==> src/rtl/srd_pkg.sv <==
package srd_pkg;
  typedef enum logic [1:0] {
    SRD_IDLE = 2'd0,
    SRD_MEM  = 2'd1,
    SRD_PROT = 2'd2
  } srd_mode_e;
endpackage

==> src/rtl/srd_fetch.sv <==
module srd_fetch #(
  parameter int DEPTH = 16,
  parameter int DW    = 16,
  parameter int AW    = $clog2(DEPTH)
) (
  input  logic          clk,
  input  logic          rst,
  input  logic          cs_i,
  input  logic          start_i,
  input  logic [AW-1:0] start_addr_i,
  input  logic          take_i,
  output logic          req_o,
  output logic [AW-1:0] req_addr_o,
  input  logic          rsp_valid_i,
  input  logic [DW-1:0] rsp_data_i,
  output logic          buf_full_o,
  output logic [DW-1:0] buf_data_o
);
  localparam logic [AW-1:0] LAST = AW'(DEPTH - 1);

  logic [AW-1:0] ptr_q;
  logic          req_q;
  logic          pend_q;
  logic          full_q;
  logic [DW-1:0] buf_q;
  logic [AW-1:0] ptr_next;

  assign ptr_next = (ptr_q == LAST) ? '0 : ptr_q + 1'b1;

  always_ff @(posedge clk) begin
    if (rst || !cs_i) begin
      ptr_q  <= '0;
      req_q  <= 1'b0;
      pend_q <= 1'b0;
      full_q <= 1'b0;
    end else if (start_i) begin
      ptr_q  <= start_addr_i;
      req_q  <= 1'b1;
      pend_q <= 1'b1;
      full_q <= 1'b0;
    end else begin
      req_q <= 1'b0;
      if (take_i) begin
        ptr_q  <= ptr_next;
        req_q  <= 1'b1;
        pend_q <= 1'b1;
        full_q <= 1'b0;
      end else if (rsp_valid_i && pend_q) begin
        pend_q <= 1'b0;
        full_q <= 1'b1;
      end
    end
  end

  always_ff @(posedge clk) begin
    if (rsp_valid_i && pend_q) buf_q <= rsp_data_i;
  end

  assign req_o      = req_q;
  assign req_addr_o = ptr_q;
  assign buf_full_o = full_q;
  assign buf_data_o = buf_q;

  // the pointer wraps from the top location to zero
  p_wrap_r5: assert property (@(posedge clk) disable iff (rst)
    (cs_i && !start_i && take_i && ptr_q == LAST) |=> (req_o && req_addr_o == '0));

  // a word handed to the shifter triggers the next request
  p_prefetch_r10: assert property (@(posedge clk) disable iff (rst)
    (cs_i && !start_i && take_i) |=> (req_o && !buf_full_o));
endmodule

==> src/rtl/srd_shift.sv <==
module srd_shift
  import srd_pkg::*;
#(
  parameter int DW = 16,
  parameter int PW = 6
) (
  input  logic          clk,
  input  logic          rst,
  input  logic          cs_i,
  input  logic          mem_go_i,
  input  logic          prot_go_i,
  input  logic [PW-1:0] prot_i,
  input  logic          sk_rise_i,
  input  logic          buf_full_i,
  input  logic [DW-1:0] buf_data_i,
  output logic          take_o,
  output logic          sdo_o,
  output logic          oe_o
);
  localparam int CW = $clog2(DW + 1);

  srd_mode_e     mode_q;
  logic [DW-1:0] sh_q;
  logic [CW-1:0] cnt_q;
  logic          sdo_q;
  logic          oe_q;
  logic          step;

  assign step   = cs_i && !mem_go_i && !prot_go_i && sk_rise_i && (mode_q != SRD_IDLE);
  assign take_o = step && (mode_q == SRD_MEM) && (cnt_q == '0);

  always_ff @(posedge clk) begin
    if (rst || !cs_i) begin
      mode_q <= SRD_IDLE;
      sh_q   <= '0;
      cnt_q  <= '0;
      sdo_q  <= 1'b0;
      oe_q   <= 1'b0;
    end else if (mem_go_i) begin
      mode_q <= SRD_MEM;
      cnt_q  <= '0;
      sdo_q  <= 1'b0;
      oe_q   <= 1'b1;
    end else if (prot_go_i) begin
      mode_q <= SRD_PROT;
      sh_q   <= DW'(prot_i) << (DW - PW);
      cnt_q  <= CW'(PW);
      sdo_q  <= 1'b0;
      oe_q   <= 1'b1;
    end else if (step) begin
      if (cnt_q != '0) begin
        sdo_q <= sh_q[DW-1];
        sh_q  <= sh_q << 1;
        cnt_q <= cnt_q - 1'b1;
      end else if (mode_q == SRD_MEM) begin
        sdo_q <= buf_data_i[DW-1];
        sh_q  <= buf_data_i << 1;
        cnt_q <= CW'(DW - 1);
      end else begin
        sdo_q <= 1'b0;
      end
    end
  end

  assign sdo_o = sdo_q;
  assign oe_o  = oe_q;

  // a word must be buffered before the shifter needs it
  p_no_underrun_r10: assert property (@(posedge clk) disable iff (rst)
    take_o |-> buf_full_i);

  // after the protect bits the line stays at 0
  p_prot_tail_r7: assert property (@(posedge clk) disable iff (rst)
    (step && mode_q == SRD_PROT && cnt_q == '0) |=> (oe_o && !sdo_o));
endmodule

==> src/rtl/serial_read_out.sv <==
module serial_read_out #(
  parameter int DEPTH = 16,
  parameter int DW    = 16,
  parameter int PW    = 6,
  parameter int AW    = $clog2(DEPTH)
) (
  input  logic          clk,
  input  logic          rst,
  input  logic          cs,
  input  logic          sk_rise,
  input  logic          go_mem,
  input  logic          go_prot,
  input  logic [AW-1:0] go_addr,
  input  logic [PW-1:0] prot_val,
  output logic          arr_req,
  output logic [AW-1:0] arr_addr,
  input  logic          arr_valid,
  input  logic [DW-1:0] arr_data,
  output logic          sdo,
  output logic          sdo_oe
);
  logic          mem_go;
  logic          prot_go;
  logic          take;
  logic          buf_full;
  logic [DW-1:0] buf_data;

  assign mem_go  = cs && go_mem;
  assign prot_go = cs && go_prot && !go_mem;

  srd_fetch #(.DEPTH(DEPTH), .DW(DW), .AW(AW)) u_fetch (
    .clk         (clk),
    .rst         (rst),
    .cs_i        (cs),
    .start_i     (mem_go),
    .start_addr_i(go_addr),
    .take_i      (take),
    .req_o       (arr_req),
    .req_addr_o  (arr_addr),
    .rsp_valid_i (arr_valid),
    .rsp_data_i  (arr_data),
    .buf_full_o  (buf_full),
    .buf_data_o  (buf_data)
  );

  srd_shift #(.DW(DW), .PW(PW)) u_shift (
    .clk       (clk),
    .rst       (rst),
    .cs_i      (cs),
    .mem_go_i  (mem_go),
    .prot_go_i (prot_go),
    .prot_i    (prot_val),
    .sk_rise_i (sk_rise),
    .buf_full_i(buf_full),
    .buf_data_i(buf_data),
    .take_o    (take),
    .sdo_o     (sdo),
    .oe_o      (sdo_oe)
  );

  // reset disables the output
  p_reset_off_r1: assert property (@(posedge clk)
    rst |=> (!sdo_oe && !sdo));

  // a read begins with a driven dummy zero
  p_dummy_r2: assert property (@(posedge clk) disable iff (rst)
    (cs && (go_mem || go_prot)) |=> (sdo_oe && !sdo));

  // deselect turns the driver off
  p_oe_off_r8: assert property (@(posedge clk) disable iff (rst)
    !cs |=> !sdo_oe);

  // no array traffic starts while deselected
  p_no_req_r9: assert property (@(posedge clk) disable iff (rst)
    (!cs && !$past(cs)) |-> !arr_req);
endmodule

==> config.mk <==
export PLATFORM = sky130hd
export DESIGN_NAME = serial_read_out
export DESIGN_NICKNAME = d
export VERILOG_FILES = /design/src/rtl/srd_pkg.sv /design/src/rtl/srd_fetch.sv /design/src/rtl/srd_shift.sv /design/src/rtl/serial_read_out.sv
export SDC_FILE = /design/constraint.sdc
export NUM_CORES = 1
export LEC_CHECK = 0
export BUFFER_PORTS_ARGS = -buffer_cell sky130_fd_sc_hd__buf_4
export CAP_MARGIN = 10
export CORE_MARGIN = 2
export CORE_UTILIZATION = 52
export DETAILED_ROUTE_END_ITERATION = 6
export PLACE_DENSITY_LB_ADDON = 0.1
export SLEW_MARGIN = 30
export SYNTH_ARGS = -nofsm -noshare
export SYNTH_HDL_FRONTEND = slang
export SYNTH_SLANG_ARGS = --single-unit
export TNS_END_PERCENT = 20
==> constraint.sdc <==
create_clock -name clk -period 5 [get_ports clk]
set_input_delay 0.25 -clock clk [delete_from_list [all_inputs] [get_ports clk]]
set_output_delay 0.25 -clock clk [all_outputs]
set_load 0.1 [all_outputs]
### After elaboration in Yosys (flattened, before gate mapping)

Cells that the tools add are included.

| cells by class | value |
|---|---|
| muxes and demuxes | 22 |
| add/sub/neg operators | 2 |
| div/mod/pow operators | 0 |
| equal/unequal tests | 2 |
| reduce and logical (&&, ||, !) cells | 29 |
| bitwise logic cells | 1 |
| multipliers | 0 |
| shifts and indexed selects | 0 |
| magnitude comparators | 0 |

Operators with widths:

| kind | number |
|---|---|
| $mux W16 | 4 |
| $mux W4 | 3 |
| $mux W1 | 11 |
| $logic_and A1 B1 Y1 | 10 |
| $mux W5 | 2 |
| $reduce_bool A2 Y1 | 5 |
| $mux W3 | 2 |
| $reduce_bool A3 Y1 | 2 |
| $logic_not A5 Y1 | 1 |
| $reduce_bool A5 Y1 | 1 |
| $sub A5 B1 Y5 const B | 1 |
| $add A4 B1 Y4 const B | 1 |
| $eq A4 B4 Y1 const B | 1 |
| $logic_not A1 Y1 | 4 |
| $reduce_and A2 Y1 | 2 |
| $reduce_and A3 Y1 | 1 |
| $reduce_or A3 Y1 | 1 |
| $eq A2 B1 Y1 const B | 1 |
| $reduce_or A2 Y1 | 1 |
| $logic_or A1 B1 Y1 | 1 |
| $not A1 Y1 | 1 |

| storage, ports and cells | value |
|---|---|
| memories kept | 0 |
| memory bits (read-only) | 0 |
| RAM bits | 0 |
| latch bits | 0 |
| flip-flop bits (word level) | 47 |

### Longest topological paths before layout

| depth | value |
|---|---|
| depth after elaboration | 10 |
| gate-level depth with buffers | 7 |
| depth with buffers taken out | 6 |

### By module

A second synthesis with hierarchy kept.

| second synthesis, totals | value |
|---|---|
| cells, all modules | 187 |
| area, all modules | 2009.4 sq um |

Modules (own cells, without submodules):

| module | area an instance (sq um) | cells an instance | times used |
|---|---|---|---|
| srd_shift | 1178.6 | 133 | 1 |
| srd_fetch | 814.5 | 52 | 1 |
| serial_read_out | 16.3 | 2 | 1 |

### Worst setup path before layout

Ideal clock, no wire load.

| timing path | value |
|---|---|
| path kind | reg-to-reg |
| from | register u_fetch.ptr_q[0], in the netlist u_fetch.req_addr_o[0] |
| to | register u_fetch.ptr_q[2], in the netlist u_fetch.req_addr_o[2] |
| stages on the path, launching flop included | 6 |
| setup slack | 3070 ps |
| library setup time | 116 ps |
| arrival | 1814 ps |
| path buffers | 0 |
| cell sequence | dfxtp_1 > ha_1 > nor3b_1 > nand4_1 > mux2i_1 > nor2_1 |

| between the ends | value |
|---|---|
| longest elaborated chain between the ends | 4 |
| elaborated cells on any way between the ends | 5 |
| classes of those cells | 1 x add/sub; 1 x eq/ne; 3 x mux |

RTL lines:

| what | RTL line | text |
|---|---|---|
| start: declaration | srd_fetch.sv:21 | `logic [AW-1:0] ptr_q;` |
| start signal: assignment | srd_fetch.sv:37 | `ptr_q <= start_addr_i;` |
| start signal: assignment | srd_fetch.sv:44 | `ptr_q <= ptr_next;` |
| $add A4 B1 Y4 / $eq A4 B4 Y1 (equally long branches) | srd_fetch.sv:28 | `assign ptr_next = (ptr_q == LAST) ? '0 : ptr_q + 1'b1;` |
| $mux W4 (*) | srd_fetch.sv:28 |  |
| $mux W4 (*) | srd_fetch.sv:43 | `if (take_i) begin` |
| $mux W4 (*) | srd_fetch.sv:36 | `end else if (start_i) begin` |

Mark *: on every way between the ends. The rest lies on a longest branch, timed or not. The select of a mux whose other input is x is not followed.
A chain may end at the register's enable or synchronous reset.

### Worst setup path in the final report

| timing path | value |
|---|---|
| from | register u_shift.cnt_q[0] |
| to | register u_shift.cnt_q[2] |

| between the ends | value |
|---|---|
| longest elaborated chain between the ends | 4 |
| elaborated cells on any way between the ends | 7 |
| classes of those cells | 1 x add/sub; 3 x mux; 3 x reduce/logical |

RTL lines:

| what | RTL line | text |
|---|---|---|
| start: declaration | srd_shift.sv:24 | `logic [CW-1:0] cnt_q;` |
| start signal: assignment | srd_shift.sv:47 | `cnt_q <= CW'(PW);` |
| start signal: assignment | srd_shift.sv:54 | `cnt_q <= cnt_q - 1'b1;` |
| start signal: assignment | srd_shift.sv:58 | `cnt_q <= CW'(DW - 1);` |
| $sub A5 B1 Y5 / $reduce_bool A5 Y1 (equally long branches) | srd_shift.sv:54, srd_shift.sv:51 |  |
| $mux W5 | srd_shift.sv:51 | `if (cnt_q != '0) begin` |
| $mux W3 | srd_shift.sv:50 | `end else if (step) begin` |
| $mux W3 | srd_shift.sv:44 | `end else if (prot_go_i) begin` |

Parallel ways exist; a longest one is shown, timed or not. The select of a mux whose other input is x is not followed.

==> flow_metrics.env <==
export IMPL_outcome="finished, final reports clean"
export IMPL_routed_wl_mm=4.01
export IMPL_grt_max_degree=29
export IMPL_place_area_um2=2350
export IMPL_cts_resized=0
export IMPL_clockBufferDepth=2
export IMPL_first_iter_violations=127
export IMPL_cp_arrival_ns=2.38
export IMPL_h_tree_depth=2
export IMPL_setup_tns_ns=0
export IMPL_diodes=0
export IMPL_hold_viol=0
export IMPL_dp_cells=271
export IMPL_peakVddDrop_mv=0.190
export IMPL_worstMarginPinSlew_ns=0.828
export IMPL_slowest_stage="nor4b_4"
export IMPL_grt_pass1_wl_mm=6.96
export IMPL_setup_viol=0
export IMPL_power_total_uw=740
export IMPL_drive_gt1_frac=0.254
export IMPL_place_ws_ns=2.60
export IMPL_max_freq_mhz=457
export IMPL_instances_no_fill=280
export IMPL_place_congestion=0.873
export IMPL_critPathBufInv=2
export IMPL_std_cell_rows=22
export IMPL_finClkSkew_ns=0.00575
export IMPL_synthDistinctLibCells=42
export IMPL_grt_overflow=0
export IMPL_crit_chain="inv_1 -> ha_1 -> nor4b_4 -> buf_6 -> a211oi_4 -> a211o_1 -> and3_1"
export IMPL_syn_num_nets=228
export IMPL_ant_nets=0
export IMPL_crit_required_ns=5.19
export IMPL_critPathCaptureType="register"
export IMPL_p_sw_frac=0.223
export IMPL_rrSetupSlack_ns=2.81
export IMPL_cts_tree="built"
export IMPL_period_share=0.438
export IMPL_areaGrowthSynthToFinish_pct=20.6
export IMPL_via_count=1578
export IMPL_layout_commonest_cell="buf_4"
export IMPL_crit_start="u_shift.cnt_q[0]"
export IMPL_final_cell_mix="buf_4, dfxtp_1, nor2_1"
export IMPL_p_int_uw=575
export IMPL_fin_area_um2=2470
export IMPL_grt_pass1_vias=1535
export IMPL_netlist_area_um2=2050
export IMPL_track_usage=0.208
export IMPL_max_stage_delay_ns=0.56
export IMPL_cp_num_cells=7
export IMPL_slew_headroom=0.446
export IMPL_antenna_found_initial=0
export IMPL_hpwlAfterDp_mm=2.93
export IMPL_cts_clk_slew_worst_paths_ns=0.08
export IMPL_leakagePower_nw=0.980
export IMPL_cap_viol_max_count=0
export IMPL_insertion_delay_ns=0.29
export IMPL_p_comb_frac=0.100
export IMPL_critical_path_endpoint="u_shift.cnt_q[2]"
export IMPL_ys_ff_latch=46
export IMPL_slew_viol_final=0
export IMPL_r2r_end="u_shift.cnt_q[2]"
export IMPL_hold_start="arr_data[6]"
export IMPL_start_util=0.552
export IMPL_core_area_um2=3720
export IMPL_synth_sequential_area_ratio=0.527
export IMPL_r2r_cells=7
export IMPL_finalWorstSetupSlack_ns=2.81
export IMPL_period_minus_slack_ns=2.19
export IMPL_root_buffer="clkbuf_8"
export IMPL_firstDrtPassIters=4
export IMPL_synth_warning_count=0
export IMPL_cts_inserted_buffers=5
export IMPL_reg2reg_from="u_shift.cnt_q[0]"
export IMPL_crit_path_start_kind="register"
export IMPL_io_pin_count=40
export IMPL_cts_hold_buf=0
export IMPL_p_sw_uw=165
export IMPL_rsz0062_at_grt="false"
export IMPL_post_cts_buffers=0
export IMPL_dieArea_um2=4460
export IMPL_wl_per_cell_um=14.3
export IMPL_clock_sinks=46
export IMPL_synth_area_per_cell_um2=10.6
export IMPL_seq_power_share=0.538
export IMPL_power_frac_clock=0.362
export IMPL_die_x_um=66.8
export IMPL_synthArstFlopShare=0
export IMPL_nNetsFinal=266
export IMPL_synth_edf_count=16
export IMPL_path_class="reg2reg"
export IMPL_synth_ff_type="dfxtp_1"
export IMPL_io_buffers=39
export IMPL_cp_top_family="simple AND/OR/NAND/NOR gates"
export IMPL_die_h_um=66.8
export IMPL_via_per_inst=5.64
export IMPL_critical_path_peak_fanout=9
export IMPL_drc=0
export IMPL_syn_instance_count=193
export IMPL_hold_path_class="in2reg"
export IMPL_p_per_area_nw_per_um2=299
-- final cells by class --
class / instances / area (um2)
fill: 296 / 1240
multi-input combinational: 133 / 890
clock buffer: 6 / 72.6
timing repair buffer: 41 / 315
tap: 48 / 60.1
sequential: 46 / 1080
inverter: 4 / 15.0
clock inverter: 2 / 37.5
-- registers in the layout (all words and copies together), names as in the netlist --
signal	cells
u_fetch.req_o	1
u_shift.sh_q	15
u_shift.mode_q	2
u_fetch.buf_data_o	16
u_shift.cnt_q	5
u_fetch.pend_q	1
u_fetch.req_addr_o	4
u_shift.oe_o	1
u_shift.sdo_o	1
-- worst min path at each step --
stage | end | slack (ns) | cells after the start
after global placement | u_fetch.buf_data_o[14] | 0.43 | 1
after global routing | u_fetch.buf_data_o[6] | 0.11 | 1
final | u_fetch.buf_data_o[6] | 0.13 | 1
after detailed placement | u_fetch.buf_data_o[6] | 0.43 | 1
after CTS | u_fetch.buf_data_o[7] | 0.12 | 1
after floorplan | u_fetch.buf_data_o[0] | 0.35 | 0
-- power by group through the flow --
stage / combinational [mW] / clock [mW] / sequential [mW]
2_1_floorplan: 0.0342 / 0 / 0.417
3_3_place_gp: 0.0709 / 0 / 0.406
3_5_place_dp: 0.0740 / 0 / 0.407
4_1_cts: 0.0741 / 0.274 / 0.398
5_1_grt: 0.0804 / 0.295 / 0.399
6_report: 0.0737 / 0.268 / 0.398
-- per-stage QoR --
step | hold WS (ns) | util
finish | 0.129 | 0.665
global route | 0.105 | 0.665
CTS | 0.119 | 0.662
detailed placement | 0.429 | 0.632
global placement | 0.428 | 0.629
floorplan | 0.349 | -
-- synth_stat cells (5+ instances only) --
| master | n | share of area |
|---|---|---|
| nor2_1 | 27 | 0.049 |
| o21ai_0 | 5 | 0.012 |
| nand2_1 | 5 | 0.0092 |
| a211oi_1 | 9 | 0.033 |
| nand2b_1 | 5 | 0.015 |
| nor3_1 | 12 | 0.029 |
| a21oi_1 | 12 | 0.029 |
| o21a_1 | 7 | 0.026 |
| edfxtp_1 | 16 | 0.23 |
| mux2i_1 | 11 | 0.054 |
| dfxtp_1 | 30 | 0.29 |
-- logic make-up (layout without fill, tap and decap cells) --
logic type | after synthesis | after routing | share of synthesized area
simple gates | 79 | 79 | 0.229
flops | 46 | 46 | 0.527
compound gates | 41 | 41 | 0.139
buf+inv | 14 | 53 | 0.0385
mux | 11 | 11 | 0.0537
fa+ha+maj | 2 | 2 | 0.0122
-- metal layers --
metal | share of wire | vias up | global-route usage
li1 | - | 784 | -
met1 | 0.43 | 741 | 0.265
met2 | 0.50 | 47 | 0.341
met3 | 0.053 | 6 | 0.0473
met4 | 0.013 | 0 | 0.0842
met5 | 0 | - | 0
Note: power is estimated with default switching activity, not from simulation.
